## config.mk

```make
export PLATFORM = sky130hd
export DESIGN_NAME = dma_thr_engine
export DESIGN_NICKNAME = d
export VERILOG_FILES = /design/src/rtl/dma_thr_pkg.sv /design/src/rtl/dma_loop_seq.sv /design/src/rtl/dma_chan_ctx.sv /design/src/rtl/dma_thr_engine.sv
export SDC_FILE = /design/constraint.sdc
export NUM_CORES = 1
export LEC_CHECK = 0
export ABC_AREA = 1
export BUFFER_PORTS_ARGS = -buffer_cell sky130_fd_sc_hd__buf_4
export CAP_MARGIN = 10
export CORE_MARGIN = 2
export CORE_UTILIZATION = 35
export CTS_CLUSTER_DIAMETER = 120
export DETAILED_ROUTE_END_ITERATION = 10
export SYNTH_ARGS = -nofsm -noshare
export SYNTH_HDL_FRONTEND = slang
export SYNTH_SLANG_ARGS = --single-unit
```

## constraint.sdc

```tcl
create_clock -name clk -period 2.35 [get_ports clk]
set_clock_uncertainty 0.2 [all_clocks]
set_input_delay 0.3525 -clock clk [delete_from_list [all_inputs] [get_ports clk]]
set_output_delay 0.3525 -clock clk [all_outputs]
set_load 0.01 [all_outputs]
```

## src/rtl/dma_thr_pkg.sv

```systemverilog
// Package: shared state encoding and throttle decode for the DMA loop sequencer.
// Assumes a 2-bit throttle code in which the two low-rate codes mean "no gap".
package dma_thr_pkg;

    typedef enum logic [1:0] {
        SQ_IDLE  = 2'd0,
        SQ_ACC   = 2'd1,
        SQ_STALL = 2'd2
    } sq_state_e;

    localparam logic [1:0] THR_NONE = 2'b00;
    localparam logic [1:0] THR_RSVD = 2'b01;
    localparam logic [1:0] THR_MID  = 2'b10;
    localparam logic [1:0] THR_HIGH = 2'b11;

    // Map a throttle code to the number of idle cycles after an access.
    function automatic int unsigned gap_cycles(input logic [1:0] code,
                                               input int unsigned mid_len,
                                               input int unsigned high_len);
        case (code)
            THR_MID:  return mid_len;
            THR_HIGH: return high_len;
            default:  return 0;
        endcase
    endfunction

endpackage

```

## src/rtl/dma_loop_seq.sv

```systemverilog
// Module: dma_loop_seq
// Runs one minor loop at a time: alternating read and write strobes, each one
// optionally followed by an idle gap taken from the latched throttle code.
// Assumes `go` is only raised while `busy` is low; the loop parameters are
// sampled on that cycle and held until the loop ends.
module dma_loop_seq
    import dma_thr_pkg::*;
#(
    parameter int NCH       = 4,
    parameter int MINW      = 4,
    parameter int STALL_MID = 4,
    parameter int STALL_HI  = 8,
    localparam int CHW      = (NCH > 1) ? $clog2(NCH) : 1,
    localparam int ACCW     = MINW + 1,
    localparam int STW      = $clog2(STALL_HI + 1)
) (
    input  logic            clk,
    input  logic            rst_n,
    input  logic            go,
    input  logic [CHW-1:0]  go_ch,
    input  logic [MINW-1:0] go_minor,
    input  logic [1:0]      go_bwc,
    input  logic            go_eq,
    output logic            busy,
    output logic            acc_rd,
    output logic            acc_wr,
    output logic [CHW-1:0]  acc_ch,
    output logic            loop_end
);

    sq_state_e       st_q;
    logic [CHW-1:0]  ch_q;
    logic [ACCW-1:0] left_q;
    logic            first_q;
    logic [1:0]      bwc_q;
    logic            eq_q;
    logic [STW-1:0]  stall_q;

    logic [MINW-1:0] eff_minor;
    logic [STW-1:0]  gap_len;
    logic            is_last;
    logic            take_gap;

    // Decode the per-access gap decision from the latched loop settings.
    always_comb begin
        eff_minor = (go_minor == '0) ? MINW'(1) : go_minor;
        gap_len   = STW'(gap_cycles(bwc_q, STALL_MID, STALL_HI));
        is_last   = (left_q == ACCW'(1));
        take_gap  = (gap_len != '0) && !(eq_q && (first_q || is_last));
    end

    // Loop state machine: latch settings, step accesses, count gaps.
    always_ff @(posedge clk) begin
        if (!rst_n) begin
            st_q    <= SQ_IDLE;
            ch_q    <= '0;
            left_q  <= '0;
            first_q <= 1'b0;
            bwc_q   <= '0;
            eq_q    <= 1'b0;
            stall_q <= '0;
        end else begin
            case (st_q)
                SQ_IDLE: begin
                    if (go) begin
                        st_q    <= SQ_ACC;
                        ch_q    <= go_ch;
                        left_q  <= {eff_minor, 1'b0};
                        first_q <= 1'b1;
                        bwc_q   <= go_bwc;
                        eq_q    <= go_eq;
                    end
                end
                SQ_ACC: begin
                    left_q  <= left_q - ACCW'(1);
                    first_q <= 1'b0;
                    if (take_gap) begin
                        st_q    <= SQ_STALL;
                        stall_q <= gap_len - STW'(1);
                    end else if (is_last) begin
                        st_q <= SQ_IDLE;
                    end
                end
                SQ_STALL: begin
                    if (stall_q == '0) begin
                        st_q <= (left_q == '0) ? SQ_IDLE : SQ_ACC;
                    end else begin
                        stall_q <= stall_q - STW'(1);
                    end
                end
                default: st_q <= SQ_IDLE;
            endcase
        end
    end

    // Drive strobes and the loop completion pulse from the current state.
    always_comb begin
        busy     = (st_q != SQ_IDLE);
        acc_rd   = (st_q == SQ_ACC) && !left_q[0];
        acc_wr   = (st_q == SQ_ACC) && left_q[0];
        acc_ch   = ch_q;
        loop_end = ((st_q == SQ_ACC) && is_last && !take_gap) ||
                   ((st_q == SQ_STALL) && (stall_q == '0) && (left_q == '0));
    end

    // a read is never followed directly by another read
    a_r2_no_double_read: assert property (@(posedge clk) disable iff (!rst_n)
        acc_rd |=> !acc_rd);

    // the gap counter never exceeds the longest programmed gap
    a_r3_gap_bounded: assert property (@(posedge clk) disable iff (!rst_n)
        (st_q == SQ_STALL) |-> (stall_q < STW'(STALL_HI)));

    // with equal sizes the first access is followed at once by the next
    a_r5_first_no_gap: assert property (@(posedge clk) disable iff (!rst_n)
        (st_q == SQ_ACC && first_q && eq_q) |=> (st_q == SQ_ACC));

endmodule

```

## src/rtl/dma_chan_ctx.sv

```systemverilog
// Module: dma_chan_ctx
// Per-channel context: pending start flag, major iteration counter and done
// flag. Assumes `grant` and `loop_end_me` never coincide, since a channel is
// granted only while the sequencer is idle.
module dma_chan_ctx #(
    parameter int MAJW = 4
) (
    input  logic            clk,
    input  logic            rst_n,
    input  logic            set_req,
    input  logic            grant,
    input  logic            loop_end_me,
    input  logic [MAJW-1:0] cfg_major,
    output logic            start_q,
    output logic            done_q,
    output logic            exhaust
);

    logic [MAJW-1:0] major_q;
    logic [MAJW-1:0] eff_major;

    // Effective major count and the exhaust pulse on the final iteration.
    always_comb begin
        eff_major = (cfg_major == '0) ? MAJW'(1) : cfg_major;
        exhaust   = loop_end_me && (major_q == MAJW'(1));
    end

    // Start flag: set by request (wins), cleared when the channel is granted.
    always_ff @(posedge clk) begin
        if (!rst_n) start_q <= 1'b0;
        else        start_q <= set_req | (start_q & ~grant);
    end

    // Major counter: reload on a fresh start, decrement per finished loop.
    always_ff @(posedge clk) begin
        if (!rst_n)                             major_q <= '0;
        else if (grant && major_q == '0)        major_q <= eff_major;
        else if (loop_end_me)                   major_q <= major_q - MAJW'(1);
    end

    // Done flag: raised on exhaustion, dropped when the channel restarts.
    always_ff @(posedge clk) begin
        if (!rst_n)       done_q <= 1'b0;
        else if (grant)   done_q <= 1'b0;
        else if (exhaust) done_q <= 1'b1;
    end

    // a loop never completes with an unloaded major counter
    a_r8_counter_loaded: assert property (@(posedge clk) disable iff (!rst_n)
        loop_end_me |-> (major_q != '0));

    // exhausting the major count raises done on the next cycle
    a_r8_done_follows: assert property (@(posedge clk) disable iff (!rst_n)
        exhaust |=> done_q);

    // an ungranted pending start is held
    a_r10_start_held: assert property (@(posedge clk) disable iff (!rst_n)
        (start_q && !grant) |=> start_q);

endmodule

```

## src/rtl/dma_thr_engine.sv

```systemverilog
// Module: dma_thr_engine
// Top of the throttled DMA loop sequencer. Holds one context per channel,
// picks the lowest-index pending channel while the sequencer is idle, and
// turns major-loop exhaustion into a start request on the linked channel.
// Assumes configuration inputs are stable while their channel runs.
module dma_thr_engine
    import dma_thr_pkg::*;
#(
    parameter int NCH       = 4,
    parameter int MINW      = 4,
    parameter int MAJW      = 4,
    parameter int STALL_MID = 4,
    parameter int STALL_HI  = 8,
    localparam int CHW      = (NCH > 1) ? $clog2(NCH) : 1
) (
    input  logic                clk,
    input  logic                rst_n,
    input  logic [2*NCH-1:0]    cfg_bwc,
    input  logic [NCH-1:0]      cfg_link_en,
    input  logic [CHW*NCH-1:0]  cfg_link_ch,
    input  logic [MINW*NCH-1:0] cfg_minor,
    input  logic [MAJW*NCH-1:0] cfg_major,
    input  logic [NCH-1:0]      cfg_size_eq,
    input  logic [NCH-1:0]      start_set,
    output logic                bus_rd,
    output logic                bus_wr,
    output logic [CHW-1:0]      bus_ch,
    output logic [NCH-1:0]      ch_done,
    output logic [NCH-1:0]      ch_active
);

    logic [1:0]      bwc_a   [NCH];
    logic [CHW-1:0]  link_a  [NCH];
    logic [MINW-1:0] minor_a [NCH];

    logic [NCH-1:0]  pend;
    logic [NCH-1:0]  grant;
    logic [NCH-1:0]  set_req;
    logic [NCH-1:0]  exh;
    logic [NCH-1:0]  end_me;
    logic [CHW-1:0]  pick;
    logic            go;
    logic            busy;
    logic            loop_end;
    logic [CHW-1:0]  run_ch;
    logic            link_fire;
    logic [CHW-1:0]  link_tgt;

    // Per-channel slicing of configuration, start/link merge and context.
    for (genvar k = 0; k < NCH; k++) begin : g_ch
        assign bwc_a[k]   = cfg_bwc[2*k +: 2];
        assign link_a[k]  = cfg_link_ch[CHW*k +: CHW];
        assign minor_a[k] = cfg_minor[MINW*k +: MINW];
        assign set_req[k] = start_set[k] | (link_fire && (link_tgt == CHW'(k)));
        assign end_me[k]  = loop_end && (run_ch == CHW'(k));
        assign ch_active[k] = busy && (run_ch == CHW'(k));

        dma_chan_ctx #(.MAJW(MAJW)) u_ctx (
            .clk         (clk),
            .rst_n       (rst_n),
            .set_req     (set_req[k]),
            .grant       (grant[k]),
            .loop_end_me (end_me[k]),
            .cfg_major   (cfg_major[MAJW*k +: MAJW]),
            .start_q     (pend[k]),
            .done_q      (ch_done[k]),
            .exhaust     (exh[k])
        );
    end

    // Fixed scan order: lowest pending index wins while the sequencer idles.
    always_comb begin
        pick = '0;
        for (int i = NCH - 1; i >= 0; i--) begin
            if (pend[i]) pick = CHW'(i);
        end
        go    = (|pend) && !busy;
        grant = go ? (NCH'(1) << pick) : '0;
    end

    // Link request toward the target of the channel that just exhausted.
    always_comb begin
        link_fire = (|exh) && cfg_link_en[run_ch];
        link_tgt  = link_a[run_ch];
    end

    dma_loop_seq #(
        .NCH       (NCH),
        .MINW      (MINW),
        .STALL_MID (STALL_MID),
        .STALL_HI  (STALL_HI)
    ) u_seq (
        .clk      (clk),
        .rst_n    (rst_n),
        .go       (go),
        .go_ch    (pick),
        .go_minor (minor_a[pick]),
        .go_bwc   (bwc_a[pick]),
        .go_eq    (cfg_size_eq[pick]),
        .busy     (busy),
        .acc_rd   (bus_rd),
        .acc_wr   (bus_wr),
        .acc_ch   (run_ch),
        .loop_end (loop_end)
    );

    assign bus_ch = run_ch;

    // read and write strobes are never raised together
    a_r2_strobe_exclusive: assert property (@(posedge clk) disable iff (!rst_n)
        !(bus_rd && bus_wr));

    // a granted channel issues its first read on the next cycle
    a_r6_grant_to_read: assert property (@(posedge clk) disable iff (!rst_n)
        go |=> (bus_rd && bus_ch == $past(pick)));

    // at most one channel is marked active
    a_r7_single_active: assert property (@(posedge clk) disable iff (!rst_n)
        $onehot0(ch_active));

endmodule

```

Yosys cells after proc, flatten, opt, wreduce, memory -nomap -nowiden

Cells that the tools add are included.

Register bits after elaboration: 41
Input port bits: 62
Output and inout bits: 12
Word-level logic and storage cells: 183

Add/sub/neg operators: 7
Magnitude comparators: 4
Equality and inequality tests: 20
Shift-type cells: 1
Muxes and demuxes: 45
Bitwise logic cells: 19
Reductions and logical operators: 68

Operator list:

| operator                                                   | number |
|---|---|
| 2-to-1 mux 4 bit                                           | 18 |
| logical NOT 4 bit                                          | 10 |
| logical AND 1 bit                                          | 30 |
| 2-to-1 mux 2 bit                                           | 12 |
| subtractor 4 x 1 -> 4 bit, second input constant           | 6 |
| == test 4 x 1 -> 1 bit, second input constant              | 4 |
| case mux 4 bit (2 select lines)                            | 2 |
| == test 2 bit, second input constant                       | 7 |
| nonzero test 2 bit                                         | 7 |
| case mux 5 bit (2 select lines)                            | 1 |
| binary-select mux 2 bit (select 2 bit)                     | 2 |
| binary-select mux 4 bit (select 2 bit)                     | 1 |
| bitwise OR 1 bit                                           | 8 |
| OR reduction 2 bit                                         | 4 |
| OR reduction 4 bit                                         | 2 |
| == test 2 x 1 -> 1 bit, second input constant              | 3 |
| >= comparator 3 bit, second input constant                 | 2 |
| logical NOT 2 bit                                          | 3 |
| less-than comparator 2 x 3 -> 1 bit, second input constant | 2 |
| inverter 2 -> 3 bit                                        | 2 |
| case mux 2 bit (3 select lines)                            | 1 |
| AND reduction 3 bit                                        | 2 |
| == test 5 x 1 -> 1 bit, second input constant              | 1 |
| logical NOT 5 bit                                          | 1 |
| 15 further kinds                                           | 33 |

Logic depth before layout (Yosys ltp)

Gate-level depths: netlist (run 1).

Depth in word-level cells: 15
Gate-level depth with buffers: 16
Gate-level depth less buffers: 16

Cells and area by module

Synthesis (run 1) repeated with hierarchy kept, for this count alone.

Cells, all modules: 531
Area, all modules: 3298.2 µm²

Modules (own cells, without submodules):

| module         | instances | cells each | area each (µm²) | seq. area each (µm²) |
|---|---|---|---|---|
| dma_chan_ctx   | 4         | 59         | 386.6           | 120.1 |
| dma_loop_seq   | 1         | 155        | 1073.5          | 340.3 |
| dma_thr_engine | 1         | 140        | 678.2           | 0.0 |

Worst setup path before layout (run 1)

No wires, ideal clock.

Kind: reg2reg
Start point: register u_seq.st_q[0]
End point: register g_ch[0].u_ctx.major_q[0]
Setup time: 0.117 ns
Arrival time: 1.544 ns
Required time: 2.033 ns
Path slack: 0.489 ns
Stages on the path, launching flop included: 13
Path buffers: 1
Period minus slack after synthesis: 1.861 ns
Path through: dfxtp_1 inv_1 ha_1 buf_2 inv_1 a21oi_4 nand2_4 inv_4 nand2_4 nor2_8 inv_4 o31ai_4 nor2_1

Cells in the longest elaborated chain, start to end: 6
Elaborated cells on any way between the ends: 15
Classes of those cells: eq/ne (2); mux (2); reduce/logical (11)

RTL lines:

| what                                                   | line                                                           | source |
|---|---|---|
| start, declared                                        | dma_loop_seq.sv:31                                             | `sq_state_e st_q;` |
| start signal, assigned                                 | dma_loop_seq.sv:86                                             | `st_q <= (left_q == '0) ? SQ_IDLE : SQ_ACC;` |
| nonzero test 2 bit, or another cell as far along       | dma_loop_seq.sv:98                                             | `busy = (st_q != SQ_IDLE);` |
| logical NOT 1 bit, or another cell as far along        | dma_thr_engine.sv:77                                           | `go = (\|pend) && !busy;` |
| logical AND 1 bit (on tied branches)                   | dma_thr_engine.sv:77, dma_loop_seq.sv:102, dma_loop_seq.sv:103 |  |
| 2-to-1 mux 4 bit or logical OR 1 bit (tied branches)   | dma_thr_engine.sv:78, dma_loop_seq.sv:102                      |  |
| logical AND 1 bit (on tied branches)                   | dma_chan_ctx.sv:37, dma_thr_engine.sv:55                       |  |
| 2-to-1 mux 4 bit or nonzero test 2 bit (tied branches) | --                                                             |  |
| end signal, assigned                                   | dma_chan_ctx.sv:37                                             | `else if (grant && major_q == '0) major_q <= eff_major;` |
| end signal, assigned                                   | dma_chan_ctx.sv:38                                             | `else if (loop_end_me) major_q <= major_q - MAJW'(1);` |
| end, declared                                          | dma_chan_ctx.sv:19                                             | `logic [MAJW-1:0] major_q;` |

Several ways; a longest one is shown, not always the timed one.
A chain may end at the register's enable or synchronous reset.

Worst setup path in the final report (run 1)

Start point: register u_seq.st_q[0]
End point: output port ch_active[2]

Cells in the longest elaborated chain, start to end: 2

RTL lines:

| what               | line                 | source |
|---|---|---|
| nonzero test 2 bit | dma_loop_seq.sv:98   |  |
| logical AND 1 bit  | dma_thr_engine.sv:56 | `assign ch_active[k] = busy && (run_ch == CHW'(k));` |
| end, declared      | dma_thr_engine.sv:29 | `output logic [NCH-1:0] ch_active` |

Every way passes these cells.

==> results.toml, run 1 <==
[outcome]
status = "finished clean"

[route]
routed_via_density = 4.87
final_antenna_net_count = 0
wl_per_cell_um = 13.0
wirelength_mm = 7.71
via_count = 2896
drt_first_iter_violations = 112
drc = 0
firstDrtPassIters = 4

[logic_synthesis]
ys_types = 42
yosys.area_share.adder_pct = 8.34
synth-simple-area-share_pct = 28.6
synth-compound-area-share_pct = 21.2
yosysWarnings = 0
yosys_most_used_dff = "dfxtp_1"
synth_edf_count = 0
synth_top_family_by_area = "simple AND/OR/NAND/NOR gates"
synth_seq_area_share_pct = 27.4
netlist_instances = 418
netlist_area_mm2 = 0.00300
synth.avg_cell_area_um2 = 7.17
yosys-mux-area-fraction_pct = 0
syn-num-nets = 500
ys_ff_latch = 41
yosys.area_share.xor_xnor_pct = 3.50
synthArstFlopShare_pct = 0

[floorplanning]
start_util_pct = 36.3
die_area_mm2 = 0.00933
rows = 33
die_x_um = 96.6
fp.dieH_um = 96.6
design.core.area_mm2 = 0.00826
io_pins = 74

[setup_path]
crit_required_ns = 1.80
crit_top_cell = "buf_4"
worstReg2RegStart = "u_seq.left_q[1]$_SDFFE_PN0P_"
arrival_ns = 1.53
slowest_stage = "dfxtp_1"
r2r_cells = 16
worstSetupPathType = "reg2out"
slowest_delay_ns = 0.36
crit_path_end_kind = "primary output"
rrSetupSlack_ns = 0.29
r2r_end = "g_ch[0].u_ctx.start_q$_SDFF_PN0_"
crit_path_max_fanout = 8
critPathLaunchType = "flip-flop"
crit_path_start = "u_seq.st_q[0]$_SDFFE_PN0P_"
crit_chain = "inv_1, ha_1, buf_4, nor3_1, buf_4"

[power]
comb_power_share_pct = 56.6
seqPwrFrac_pct = 29.8
switching_share_pct = 46.3
p_switching_w = 0.00164
powerDensity_mw_per_mm2 = 951
p_leak_nw = 1.78
irDropWorstVdd_uv = 359
p_int_w = 0.00190
clockPowerShare_pct = 13.6

[sta]
hold_violations = 0
clock.fmax_ghz = 0.479
fin_crit_sh_pct = 88.8
final.setup.tns_ns = 0
fin_hold_ws_ns = 0.0985
rsz0062_at_grt = "false"
setup_viol = 0
slew_headroom_pct = 50.8
worst-slew-pin-transition_ns = 0.737
drv_slew = 0
fin_crit_ns = 2.09

[clock_tree]
cts-root-buf = "clkbuf_8"
cts_sinks = 41
htree_levels = 2
cts_buffer_depth = 2
cts_tree = "done"
hold_buffers = 0
clock_latency_ns = 0.29
numCtsBuffers = 5
cts_setup_buffers = 0
clk_pin_slew_ns = 0.08
post_cts_resized = 0

[min_path]
hold_class = "in2reg"
min_from = "cfg_major[1]"
hold-path-endpoint = "g_ch[0].u_ctx.major_q[1]$_SDFFE_PN0P_"
hold_depth = 3

[layout]
syn2layout_area_growth_pct = 24.2
antenna_cells = 0
drive_above_1_share_pct = 26.7
fill_cells = 876
mostFrequentLayoutCells = "nand2_1, buf_4, inv_1, dfxtp_1, a21oi_1"
nets = 572

[grt]
grt_max_degree = 22
gr-total-overflow = 0
track_usage_pct = 17.5
grt_pass1_vias = 2842
grt_pass1_wl_mm = 12.7
antenna_found_initial = 0

[placed_design]
dpl.hpwl_mm = 6.18
io_buffers = 73
gp_congestion = 0.814

[run]
maxCapViolCount = 0
## sequential cells by signal, summed over array words and instances, names as in the netlist
signal	flops
g_ch.u_ctx.done_q	4
g_ch.u_ctx.major_q	16
g_ch.u_ctx.start_q	4
u_seq.acc_ch	2
u_seq.bwc_q	2
u_seq.eq_q	1
u_seq.first_q	1
u_seq.left_q	5
u_seq.st_q	2
u_seq.stall_q	4
## how the worst max path moves through the flow
stage / to / slack (ns) / depth (start not counted)
floorplan: g_ch[0].u_ctx.major_q[0]$_SDFFE_PN0P_ / 0.49 / 12
global placement: g_ch[1].u_ctx.start_q$_SDFF_PN0_ / 0.32 / 15
detailed placement: g_ch[0].u_ctx.start_q$_SDFF_PN0_ / 0.31 / 15
CTS: ch_active[2] / 0.21 / 5
global route: g_ch[0].u_ctx.start_q$_SDFF_PN0_ / 0.02 / 15
finish: ch_active[2] / 0.26 / 5
## kinds of logic after synthesis
| group | count (synthesis) |
|---|---|
| compound gates | 96 |
| xor+xnor | 12 |
| fa+ha+maj | 20 |
| buf+inv | 81 |
| flops | 41 |
| simple gates | 168 |
## metrics by stage
step                      setup WS [ns]  area (um^2)  total power, W  utilization (%)  cells
after detailed placement          0.310         3640         0.00307             44.0    588
after floorplan                   0.489         3000         0.00256                -    418
after global placement            0.321         3640         0.00306             44.0    588
final                             0.263         3720         0.00354             45.1    595
after CTS                         0.209         3720         0.00356             45.1    595
after global routing             0.0191         3720         0.00387             45.1    595
## final cells by class
| type | instances | area, um^2 | share of cell area [%] |
|---|---|---|---|
| repair buffers | 75 | 563 | 15.1 |
| multi-input cells | 296 | 1850 | 49.6 |
| inverters | 71 | 275 | 7.39 |
| flip-flops and latches | 41 | 821 | 22.0 |
| clock buffers | 7 | 86.3 | 2.32 |
| well taps | 105 | 131 | 3.53 |
## synthesized netlist by cell type (4+ instances only)
| master | number | area share [%] |
|---|---|---|
| o211ai_1 | 5 | 1.3 |
| nand3_1 | 23 | 3.8 |
| o21ai_2 | 4 | 1.2 |
| o21ai_0 | 17 | 2.8 |
| nor2_1 | 30 | 3.8 |
| inv_1 | 59 | 7.4 |
| ha_1 | 20 | 8.3 |
| nand2_4 | 6 | 2.3 |
| inv_2 | 8 | 1.0 |
| a31oi_1 | 9 | 1.9 |
| dfxtp_1 | 41 | 27 |
| o21ai_1 | 5 | 0.83 |
| nand2_2 | 8 | 1.7 |
| nor3_1 | 9 | 1.5 |
| buf_4 | 4 | 1.0 |
| nand2_1 | 75 | 9.4 |
| xor2_1 | 10 | 2.9 |
| a221oi_1 | 4 | 1.2 |
| a21oi_1 | 33 | 5.5 |
| a211oi_1 | 6 | 1.5 |
## routing by layer
layer / GRT usage (%) / wire length (um) / vias up
met5: 0 / 0 / -
met4: 5.16 / 136 / 0
met3: 2.79 / 240 / 11
met2: 30.2 / 3810 / 49
met1: 22.6 / 3520 / 1317
li1: - / - / 1519
## power by group through the flow
stage               Combinational (W)  Sequential [W]  Clock [W]
finish                        0.00201         0.00105   0.000481
global route                  0.00227         0.00108   0.000520
CTS                           0.00202         0.00105   0.000489
floorplan                     0.00153         0.00103          0
detailed placement            0.00200         0.00107          0
global placement              0.00199         0.00107          0
## critical path, delay by kind of cell, from the launching register on
family | cells | cell delay [ns]
adder cells (fa/ha/maj) | 1 | 0.21
AND/OR/NAND/NOR | 1 | 0.24
flip-flops | 1 | 0.36
buffers and inverters | 3 | 0.42
Note: power is estimated with default switching activity, not from simulation.
==> run 2, diff against run 1 <==
--- a/config.mk
+++ b/config.mk
@@ -6,6 +6,7 @@
 export NUM_CORES = 1
 export LEC_CHECK = 0
 export ABC_AREA = 1
+export ABC_CLOCK_PERIOD_IN_PS = 2700
 export BUFFER_PORTS_ARGS = -buffer_cell sky130_fd_sc_hd__buf_4
 export CAP_MARGIN = 10
 export CORE_MARGIN = 2
==> constraint.sdc (replaced) <==
create_clock -name clk -period 2.7 [get_ports clk]
set_clock_uncertainty 0.2 [all_clocks]
set_input_delay 0.405 -clock clk [delete_from_list [all_inputs] [get_ports clk]]
set_output_delay 0.405 -clock clk [all_outputs]
set_load 0.01 [all_outputs]
==> run 2 against run 1 <==
  * Die area did not move
  * Core utilization did not move
  * Worst hold slack improved by 0.052 ns
  * Wire length rose by 0.31%
  * Sequential share of layout area did not move
  * Cell area did not move
  * Flip-flop and latch count did not move
  * First-iteration DRC count fell by 23%
  * Non-clock buffer count fell by 2
  * Critical path depth rose by 4
  * Count of clock-buffer cells in the layout did not move
  * Combinational power fell by 14%
  * Largest cell class unchanged
==> results.toml, run 2 (synthesis results as in run 1) <==
[grt]
grt_max_degree = 22
gr-total-overflow = 0
antenna_found_initial = 0
grt_pass1_vias = 2774
grt_pass1_wl_mm = 12.8
track_usage_pct = 17.5

[layout]
mostFrequentLayoutCells = "nand2_1, buf_4, inv_1, dfxtp_1, a21oi_1"
syn2layout_area_growth_pct = 24.2
fill_cells = 863
largest_reg_flops = 16
nets = 570
top_regs = "g_ch.u_ctx.major_q x16, u_seq.left_q x5"
regMostFlops = "g_ch.u_ctx.major_q"
antenna_cells = 0
mostFrequentLayoutCell = "nand2_1"
drive_above_1_share_pct = 26.8

[outcome]
status = "finished clean"

[placed_design]
io_buffers = 73
gp_congestion = 0.850
dpl.hpwl_mm = 6.15

[setup_path]
crit_required_ns = 2.70
worstSetupPathType = "reg2reg"
critPathLaunchType = "flip-flop"
crit_path_max_fanout = 9
crit_path_end_kind = "flip-flop"
arrival_ns = 2.25

[route]
drt_first_iter_violations = 86
wl_per_cell_um = 13.0
wirelength_mm = 7.73
via_count = 2896
drc = 0
routed_via_density = 4.88
firstDrtPassIters = 4
final_antenna_net_count = 0

[floorplanning]
die_area_mm2 = 0.00933
start_util_pct = 36.3
fp.dieH_um = 96.6
design.core.area_mm2 = 0.00826
die_x_um = 96.6
rows = 33
io_pins = 74

[sta]
clock.fmax_ghz = 0.445
rsz0062_at_grt = "false"
worst-slew-pin-transition_ns = 0.786
final.setup.tns_ns = 0
slew_headroom_pct = 47.5
hold_violations = 0
drv_slew = 0
fin_crit_sh_pct = 83.2
fin_crit_ns = 2.25
setup_viol = 0

[clock_tree]
htree_levels = 2
numCtsBuffers = 5
cts_sinks = 41
cts_buffer_depth = 2
hold_buffers = 0
cts-root-buf = "clkbuf_8"
post_cts_resized = 0
clock_latency_ns = 0.30
cts_tree = "done"
clk_pin_slew_ns = 0.08
cts_setup_buffers = 0

[power]
power_w = 0.00310
p_leak_nw = 1.78
powerDensity_mw_per_mm2 = 832
irDropWorstVdd_uv = 378

[min_path]
hold_class = "in2reg"

[run]
maxCapViolCount = 0
## run 2: changes by cell type in the layout (fill, tap and decap cells not counted)
| cell | previous run | this run |
|---|---|---|
| clkbuf_1 | 1 | 0 |
| clkbuf_8 | 6 | 7 |
| clkinv_2 | 1 | 2 |
| buf_4 | 75 | 73 |
## run 2: layout make-up
| type | instances | area (um^2) | share of cell area [%] |
|---|---|---|---|
| Multi-Input combinational cell | 296 | 1850 | 49.6 |
| Clock buffer | 7 | 96.3 | 2.59 |
| Clock inverter | 1 | 5.00 | 0.134 |
| Tap cell | 105 | 131 | 3.53 |
| Inverter | 71 | 275 | 7.39 |
| Sequential cell | 41 | 821 | 22.0 |
| Timing Repair Buffer | 73 | 548 | 14.7 |
## run 2: through the flow
step / area [um^2] / instances / hold slack (ns) / util (%) / worst slack [ns]
after floorplan: 3000 / 418 / 0.231 / - / 0.839
after global placement: 3620 / 586 / 0.247 / 43.9 / 0.530
after detailed placement: 3620 / 586 / 0.255 / 43.9 / 0.485
after CTS: 3720 / 594 / 0.145 / 45.1 / 0.452
after global routing: 3720 / 594 / 0.157 / 45.1 / 0.201
final: 3720 / 594 / 0.150 / 45.1 / 0.453
## run 2: worst max-delay path, cell delays in order, from the launching register on
cell	delay, ns
dfxtp_1	0.34
inv_1	0.11
ha_1	0.39
inv_1	0.17
nor2_1	0.31
nand4_2	0.20
nand2_2	0.19
o21ai_0	0.09
o21ai_1	0.12
inv_1	0.04
## run 2: final timing paths
| path | start | endpoint | slack, ns | cells past startpoint |
|---|---|---|---|---|
| max | u_seq.st_q[0]$_SDFFE_PN0P_ | g_ch[2].u_ctx.major_q[2]$_SDFFE_PN0P_ | 0.45 | 9 |
| min | cfg_major[5] | g_ch[1].u_ctx.major_q[1]$_SDFFE_PN0P_ | 0.15 | 3 |
| max reg2reg | u_seq.st_q[0]$_SDFFE_PN0P_ | g_ch[2].u_ctx.major_q[2]$_SDFFE_PN0P_ | 0.45 | 9 |
| min reg2reg | g_ch[0].u_ctx.done_q$_SDFFE_PP0P_ | g_ch[0].u_ctx.done_q$_SDFFE_PP0P_ | 0.27 | 2 |
## run 2: power breakdown
| group | switching (W) | total [W] | internal, W | leakage (nW) |
|---|---|---|---|---|
| Combinational | 0.00105 | 0.00172 | 0.000669 | 1.39 |
| Clock | 0.000227 | 0.000458 | 0.000231 | 0.0542 |
| Sequential | 0.000148 | 0.000921 | 0.000773 | 0.337 |
| Total | 0.00143 | 0.00310 | 0.00167 | 1.78 |
## run 2: layer usage
metal  wire length (um)  up-vias  track usage [%]
li1                   -     1516                -
met1               3500     1322             23.3
met2               3900       51             30.2
met3                276        7             2.64
met4                 63        0             3.76
met5                  0        -                0
==> run 3, diff against run 2 <==
--- a/config.mk
+++ b/config.mk
@@ -6,7 +6,7 @@
 export NUM_CORES = 1
 export LEC_CHECK = 0
 export ABC_AREA = 1
-export ABC_CLOCK_PERIOD_IN_PS = 2700
+export ABC_CLOCK_PERIOD_IN_PS = 2200
 export BUFFER_PORTS_ARGS = -buffer_cell sky130_fd_sc_hd__buf_4
 export CAP_MARGIN = 10
 export CORE_MARGIN = 2
==> constraint.sdc (replaced) <==
create_clock -name clk -period 2.2 [get_ports clk]
set_clock_uncertainty 0.2 [all_clocks]
set_input_delay 0.33 -clock clk [delete_from_list [all_inputs] [get_ports clk]]
set_output_delay 0.33 -clock clk [all_outputs]
set_load 0.01 [all_outputs]
==> run 3 against run 2 <==
  * Sequential power up 24%
  * Setup slack worse by 0.40 ns
  * Sequential share of layout area fell by 0.31 points
  * Total power increased by 27%
  * Count of clock-buffer cells in the layout unchanged
  * Core utilization grew 0.79 points
==> results.toml, run 3 (synthesis results as in run 1) <==
[floorplanning]
die_area_mm2 = 0.00933
die_x_um = 96.6
fp.dieH_um = 96.6
design.core.area_mm2 = 0.00826
start_util_pct = 36.3
io_pins = 74
rows = 33

[route]
wirelength_mm = 7.73
firstDrtPassIters = 4
drc = 0
via_count = 2923
wl_per_cell_um = 13.0
drt_first_iter_violations = 100
routed_via_density = 4.90
final_antenna_net_count = 0

[sta]
hold_violations = 0
fin_crit_sh_pct = 97.7
rsz0062_at_grt = "true"
slew_headroom_pct = 48.8
setup_viol = 0
clock.fmax_ghz = 0.465
setup_ws_ns = 0.0511
worst-slew-pin-transition_ns = 0.766
fin_crit_ns = 2.15
drv_slew = 0

[clock_tree]
htree_levels = 2
clock_latency_ns = 0.29
cts_sinks = 41
cts_tree = "done"
clk_pin_slew_ns = 0.08
cts-root-buf = "clkbuf_8"
cts_buffer_depth = 2
hold_buffers = 0
numCtsBuffers = 5

[layout]
largest_reg_flops = 16
fill_cells = 860
register_area_um2 = 823
drive_above_1_share_pct = 29.1
regMostFlops = "g_ch.u_ctx.major_q"
syn2layout_area_growth_pct = 26.3
final_cells = 597
fin_area_mm2 = 0.00379
nets = 573
final_core_util_pct = 45.9
antenna_cells = 0
mostFrequentLayoutCell = "buf_4"
mostFrequentLayoutCells = "buf_4, nand2_1, inv_1, dfxtp_1, a21oi_1"
multiInputGateArea_mm2 = 0.00187
top_regs = "g_ch.u_ctx.major_q x16, u_seq.left_q x5"

[setup_path]
r2r_cells = 12
crit_required_ns = 1.67
arrival_ns = 1.62
crit_path_end_kind = "primary output"
worstReg2RegStart = "u_seq.st_q[0]$_SDFFE_PN0P_"
crit_path_max_fanout = 8
r2r_end = "g_ch[3].u_ctx.start_q$_SDFF_PN0_"
worstSetupPathType = "reg2out"
critPathLaunchType = "flip-flop"
rrSetupSlack_ns = 0.17

[placed_design]
io_buffers = 73
dp_cells = 589
gp_congestion = 0.833
placedInstanceArea_mm2 = 0.00364
post-place-ws_ns = 0.187
dpl.hpwl_mm = 6.17

[grt]
gr-total-overflow = 0
antenna_found_initial = 0
track_usage_pct = 16.8
grt_pass1_vias = 2720
grt_pass1_wl_mm = 12.2
grt_max_degree = 22

[power]
p_leak_nw = 1.80
power_w = 0.00395
powerDensity_mw_per_mm2 = 1040
irDropWorstVdd_uv = 418

[outcome]
status = "finished clean"

[min_path]
hold-path-endpoint = "g_ch[0].u_ctx.major_q[1]$_SDFFE_PN0P_"
hold_class = "in2reg"
min_from = "cfg_major[1]"
hold_depth = 3

[run]
maxCapViolCount = 0
run 3: cell types whose count changed in the layout (fill, tap and decap cells not counted), sizes merged:
cell,previous run,this run
buf,73,76
clkinv,2,1
bufinv,0,1
run 3: timing repair:
action / CTS / global route
resized for setup: 0 / 10
endpoints found under the setup margin: 0 / 14
setup buffers: 0 / 0
run 3: worst max-delay path, cell delays in order (launching register included):
cell	delay [ns]
dfxtp_1	0.38
inv_1	0.09
ha_1	0.21
buf_4	0.17
nor3_1	0.28
buf_4	0.18
run 3: metrics by stage:
stage / hold WS (ns) / setup TNS, ns
after detailed placement: 0.251 / 0
after floorplan: 0.231 / 0
final: 0.0731 / 0
after global routing: 0.0698 / -0.0241
after CTS: 0.0709 / 0
after global placement: 0.245 / 0
run 3: report_power, final:
part	internal, W	total (W)	switching [W]
combinational	0.000847	0.00217	0.00133
sequential	0.000953	0.00114	0.000183
clock	0.000370	0.000638	0.000267
run 3: how the worst max path moves through the flow:
stage | startpoint | endpoint | slack, ns | cells past startpoint
after floorplan | u_seq.st_q[0]$_SDFFE_PN0P_ | g_ch[0].u_ctx.major_q[0]$_SDFFE_PN0P_ | 0.34 | 12
after global placement | u_seq.left_q[0]$_SDFFE_PN0P_ | g_ch[0].u_ctx.start_q$_SDFF_PN0_ | 0.18 | 15
after detailed placement | u_seq.left_q[1]$_SDFFE_PN0P_ | g_ch[0].u_ctx.major_q[1]$_SDFFE_PN0P_ | 0.19 | 15
after CTS | u_seq.st_q[0]$_SDFFE_PN0P_ | ch_active[2] | 0.06 | 5
after global routing | u_seq.left_q[1]$_SDFFE_PN0P_ | g_ch[3].u_ctx.start_q$_SDFF_PN0_ | -0.02 | 16
final | u_seq.st_q[0]$_SDFFE_PN0P_ | ch_active[2] | 0.05 | 5
run 3: area by class of cell:
cell class              instances  share of cell area (%)
clock buffers                   7                    2.28
multi-input cells             296                    49.4
clock inverters                 1                   0.793
well taps                     105                    3.47
repair buffers                 76                    15.1
flip-flops and latches         41                    21.7
inverters                      71                    7.27
run 3: routing by layer:
layer / wire length (um) / up-vias / GRT usage [%]
met5: 0 / - / 0
met4: 93 / 0 / 4.93
met3: 299 / 8 / 2.87
met2: 3900 / 51 / 29.9
met1: 3440 / 1338 / 20.7
li1: - / 1526 / -
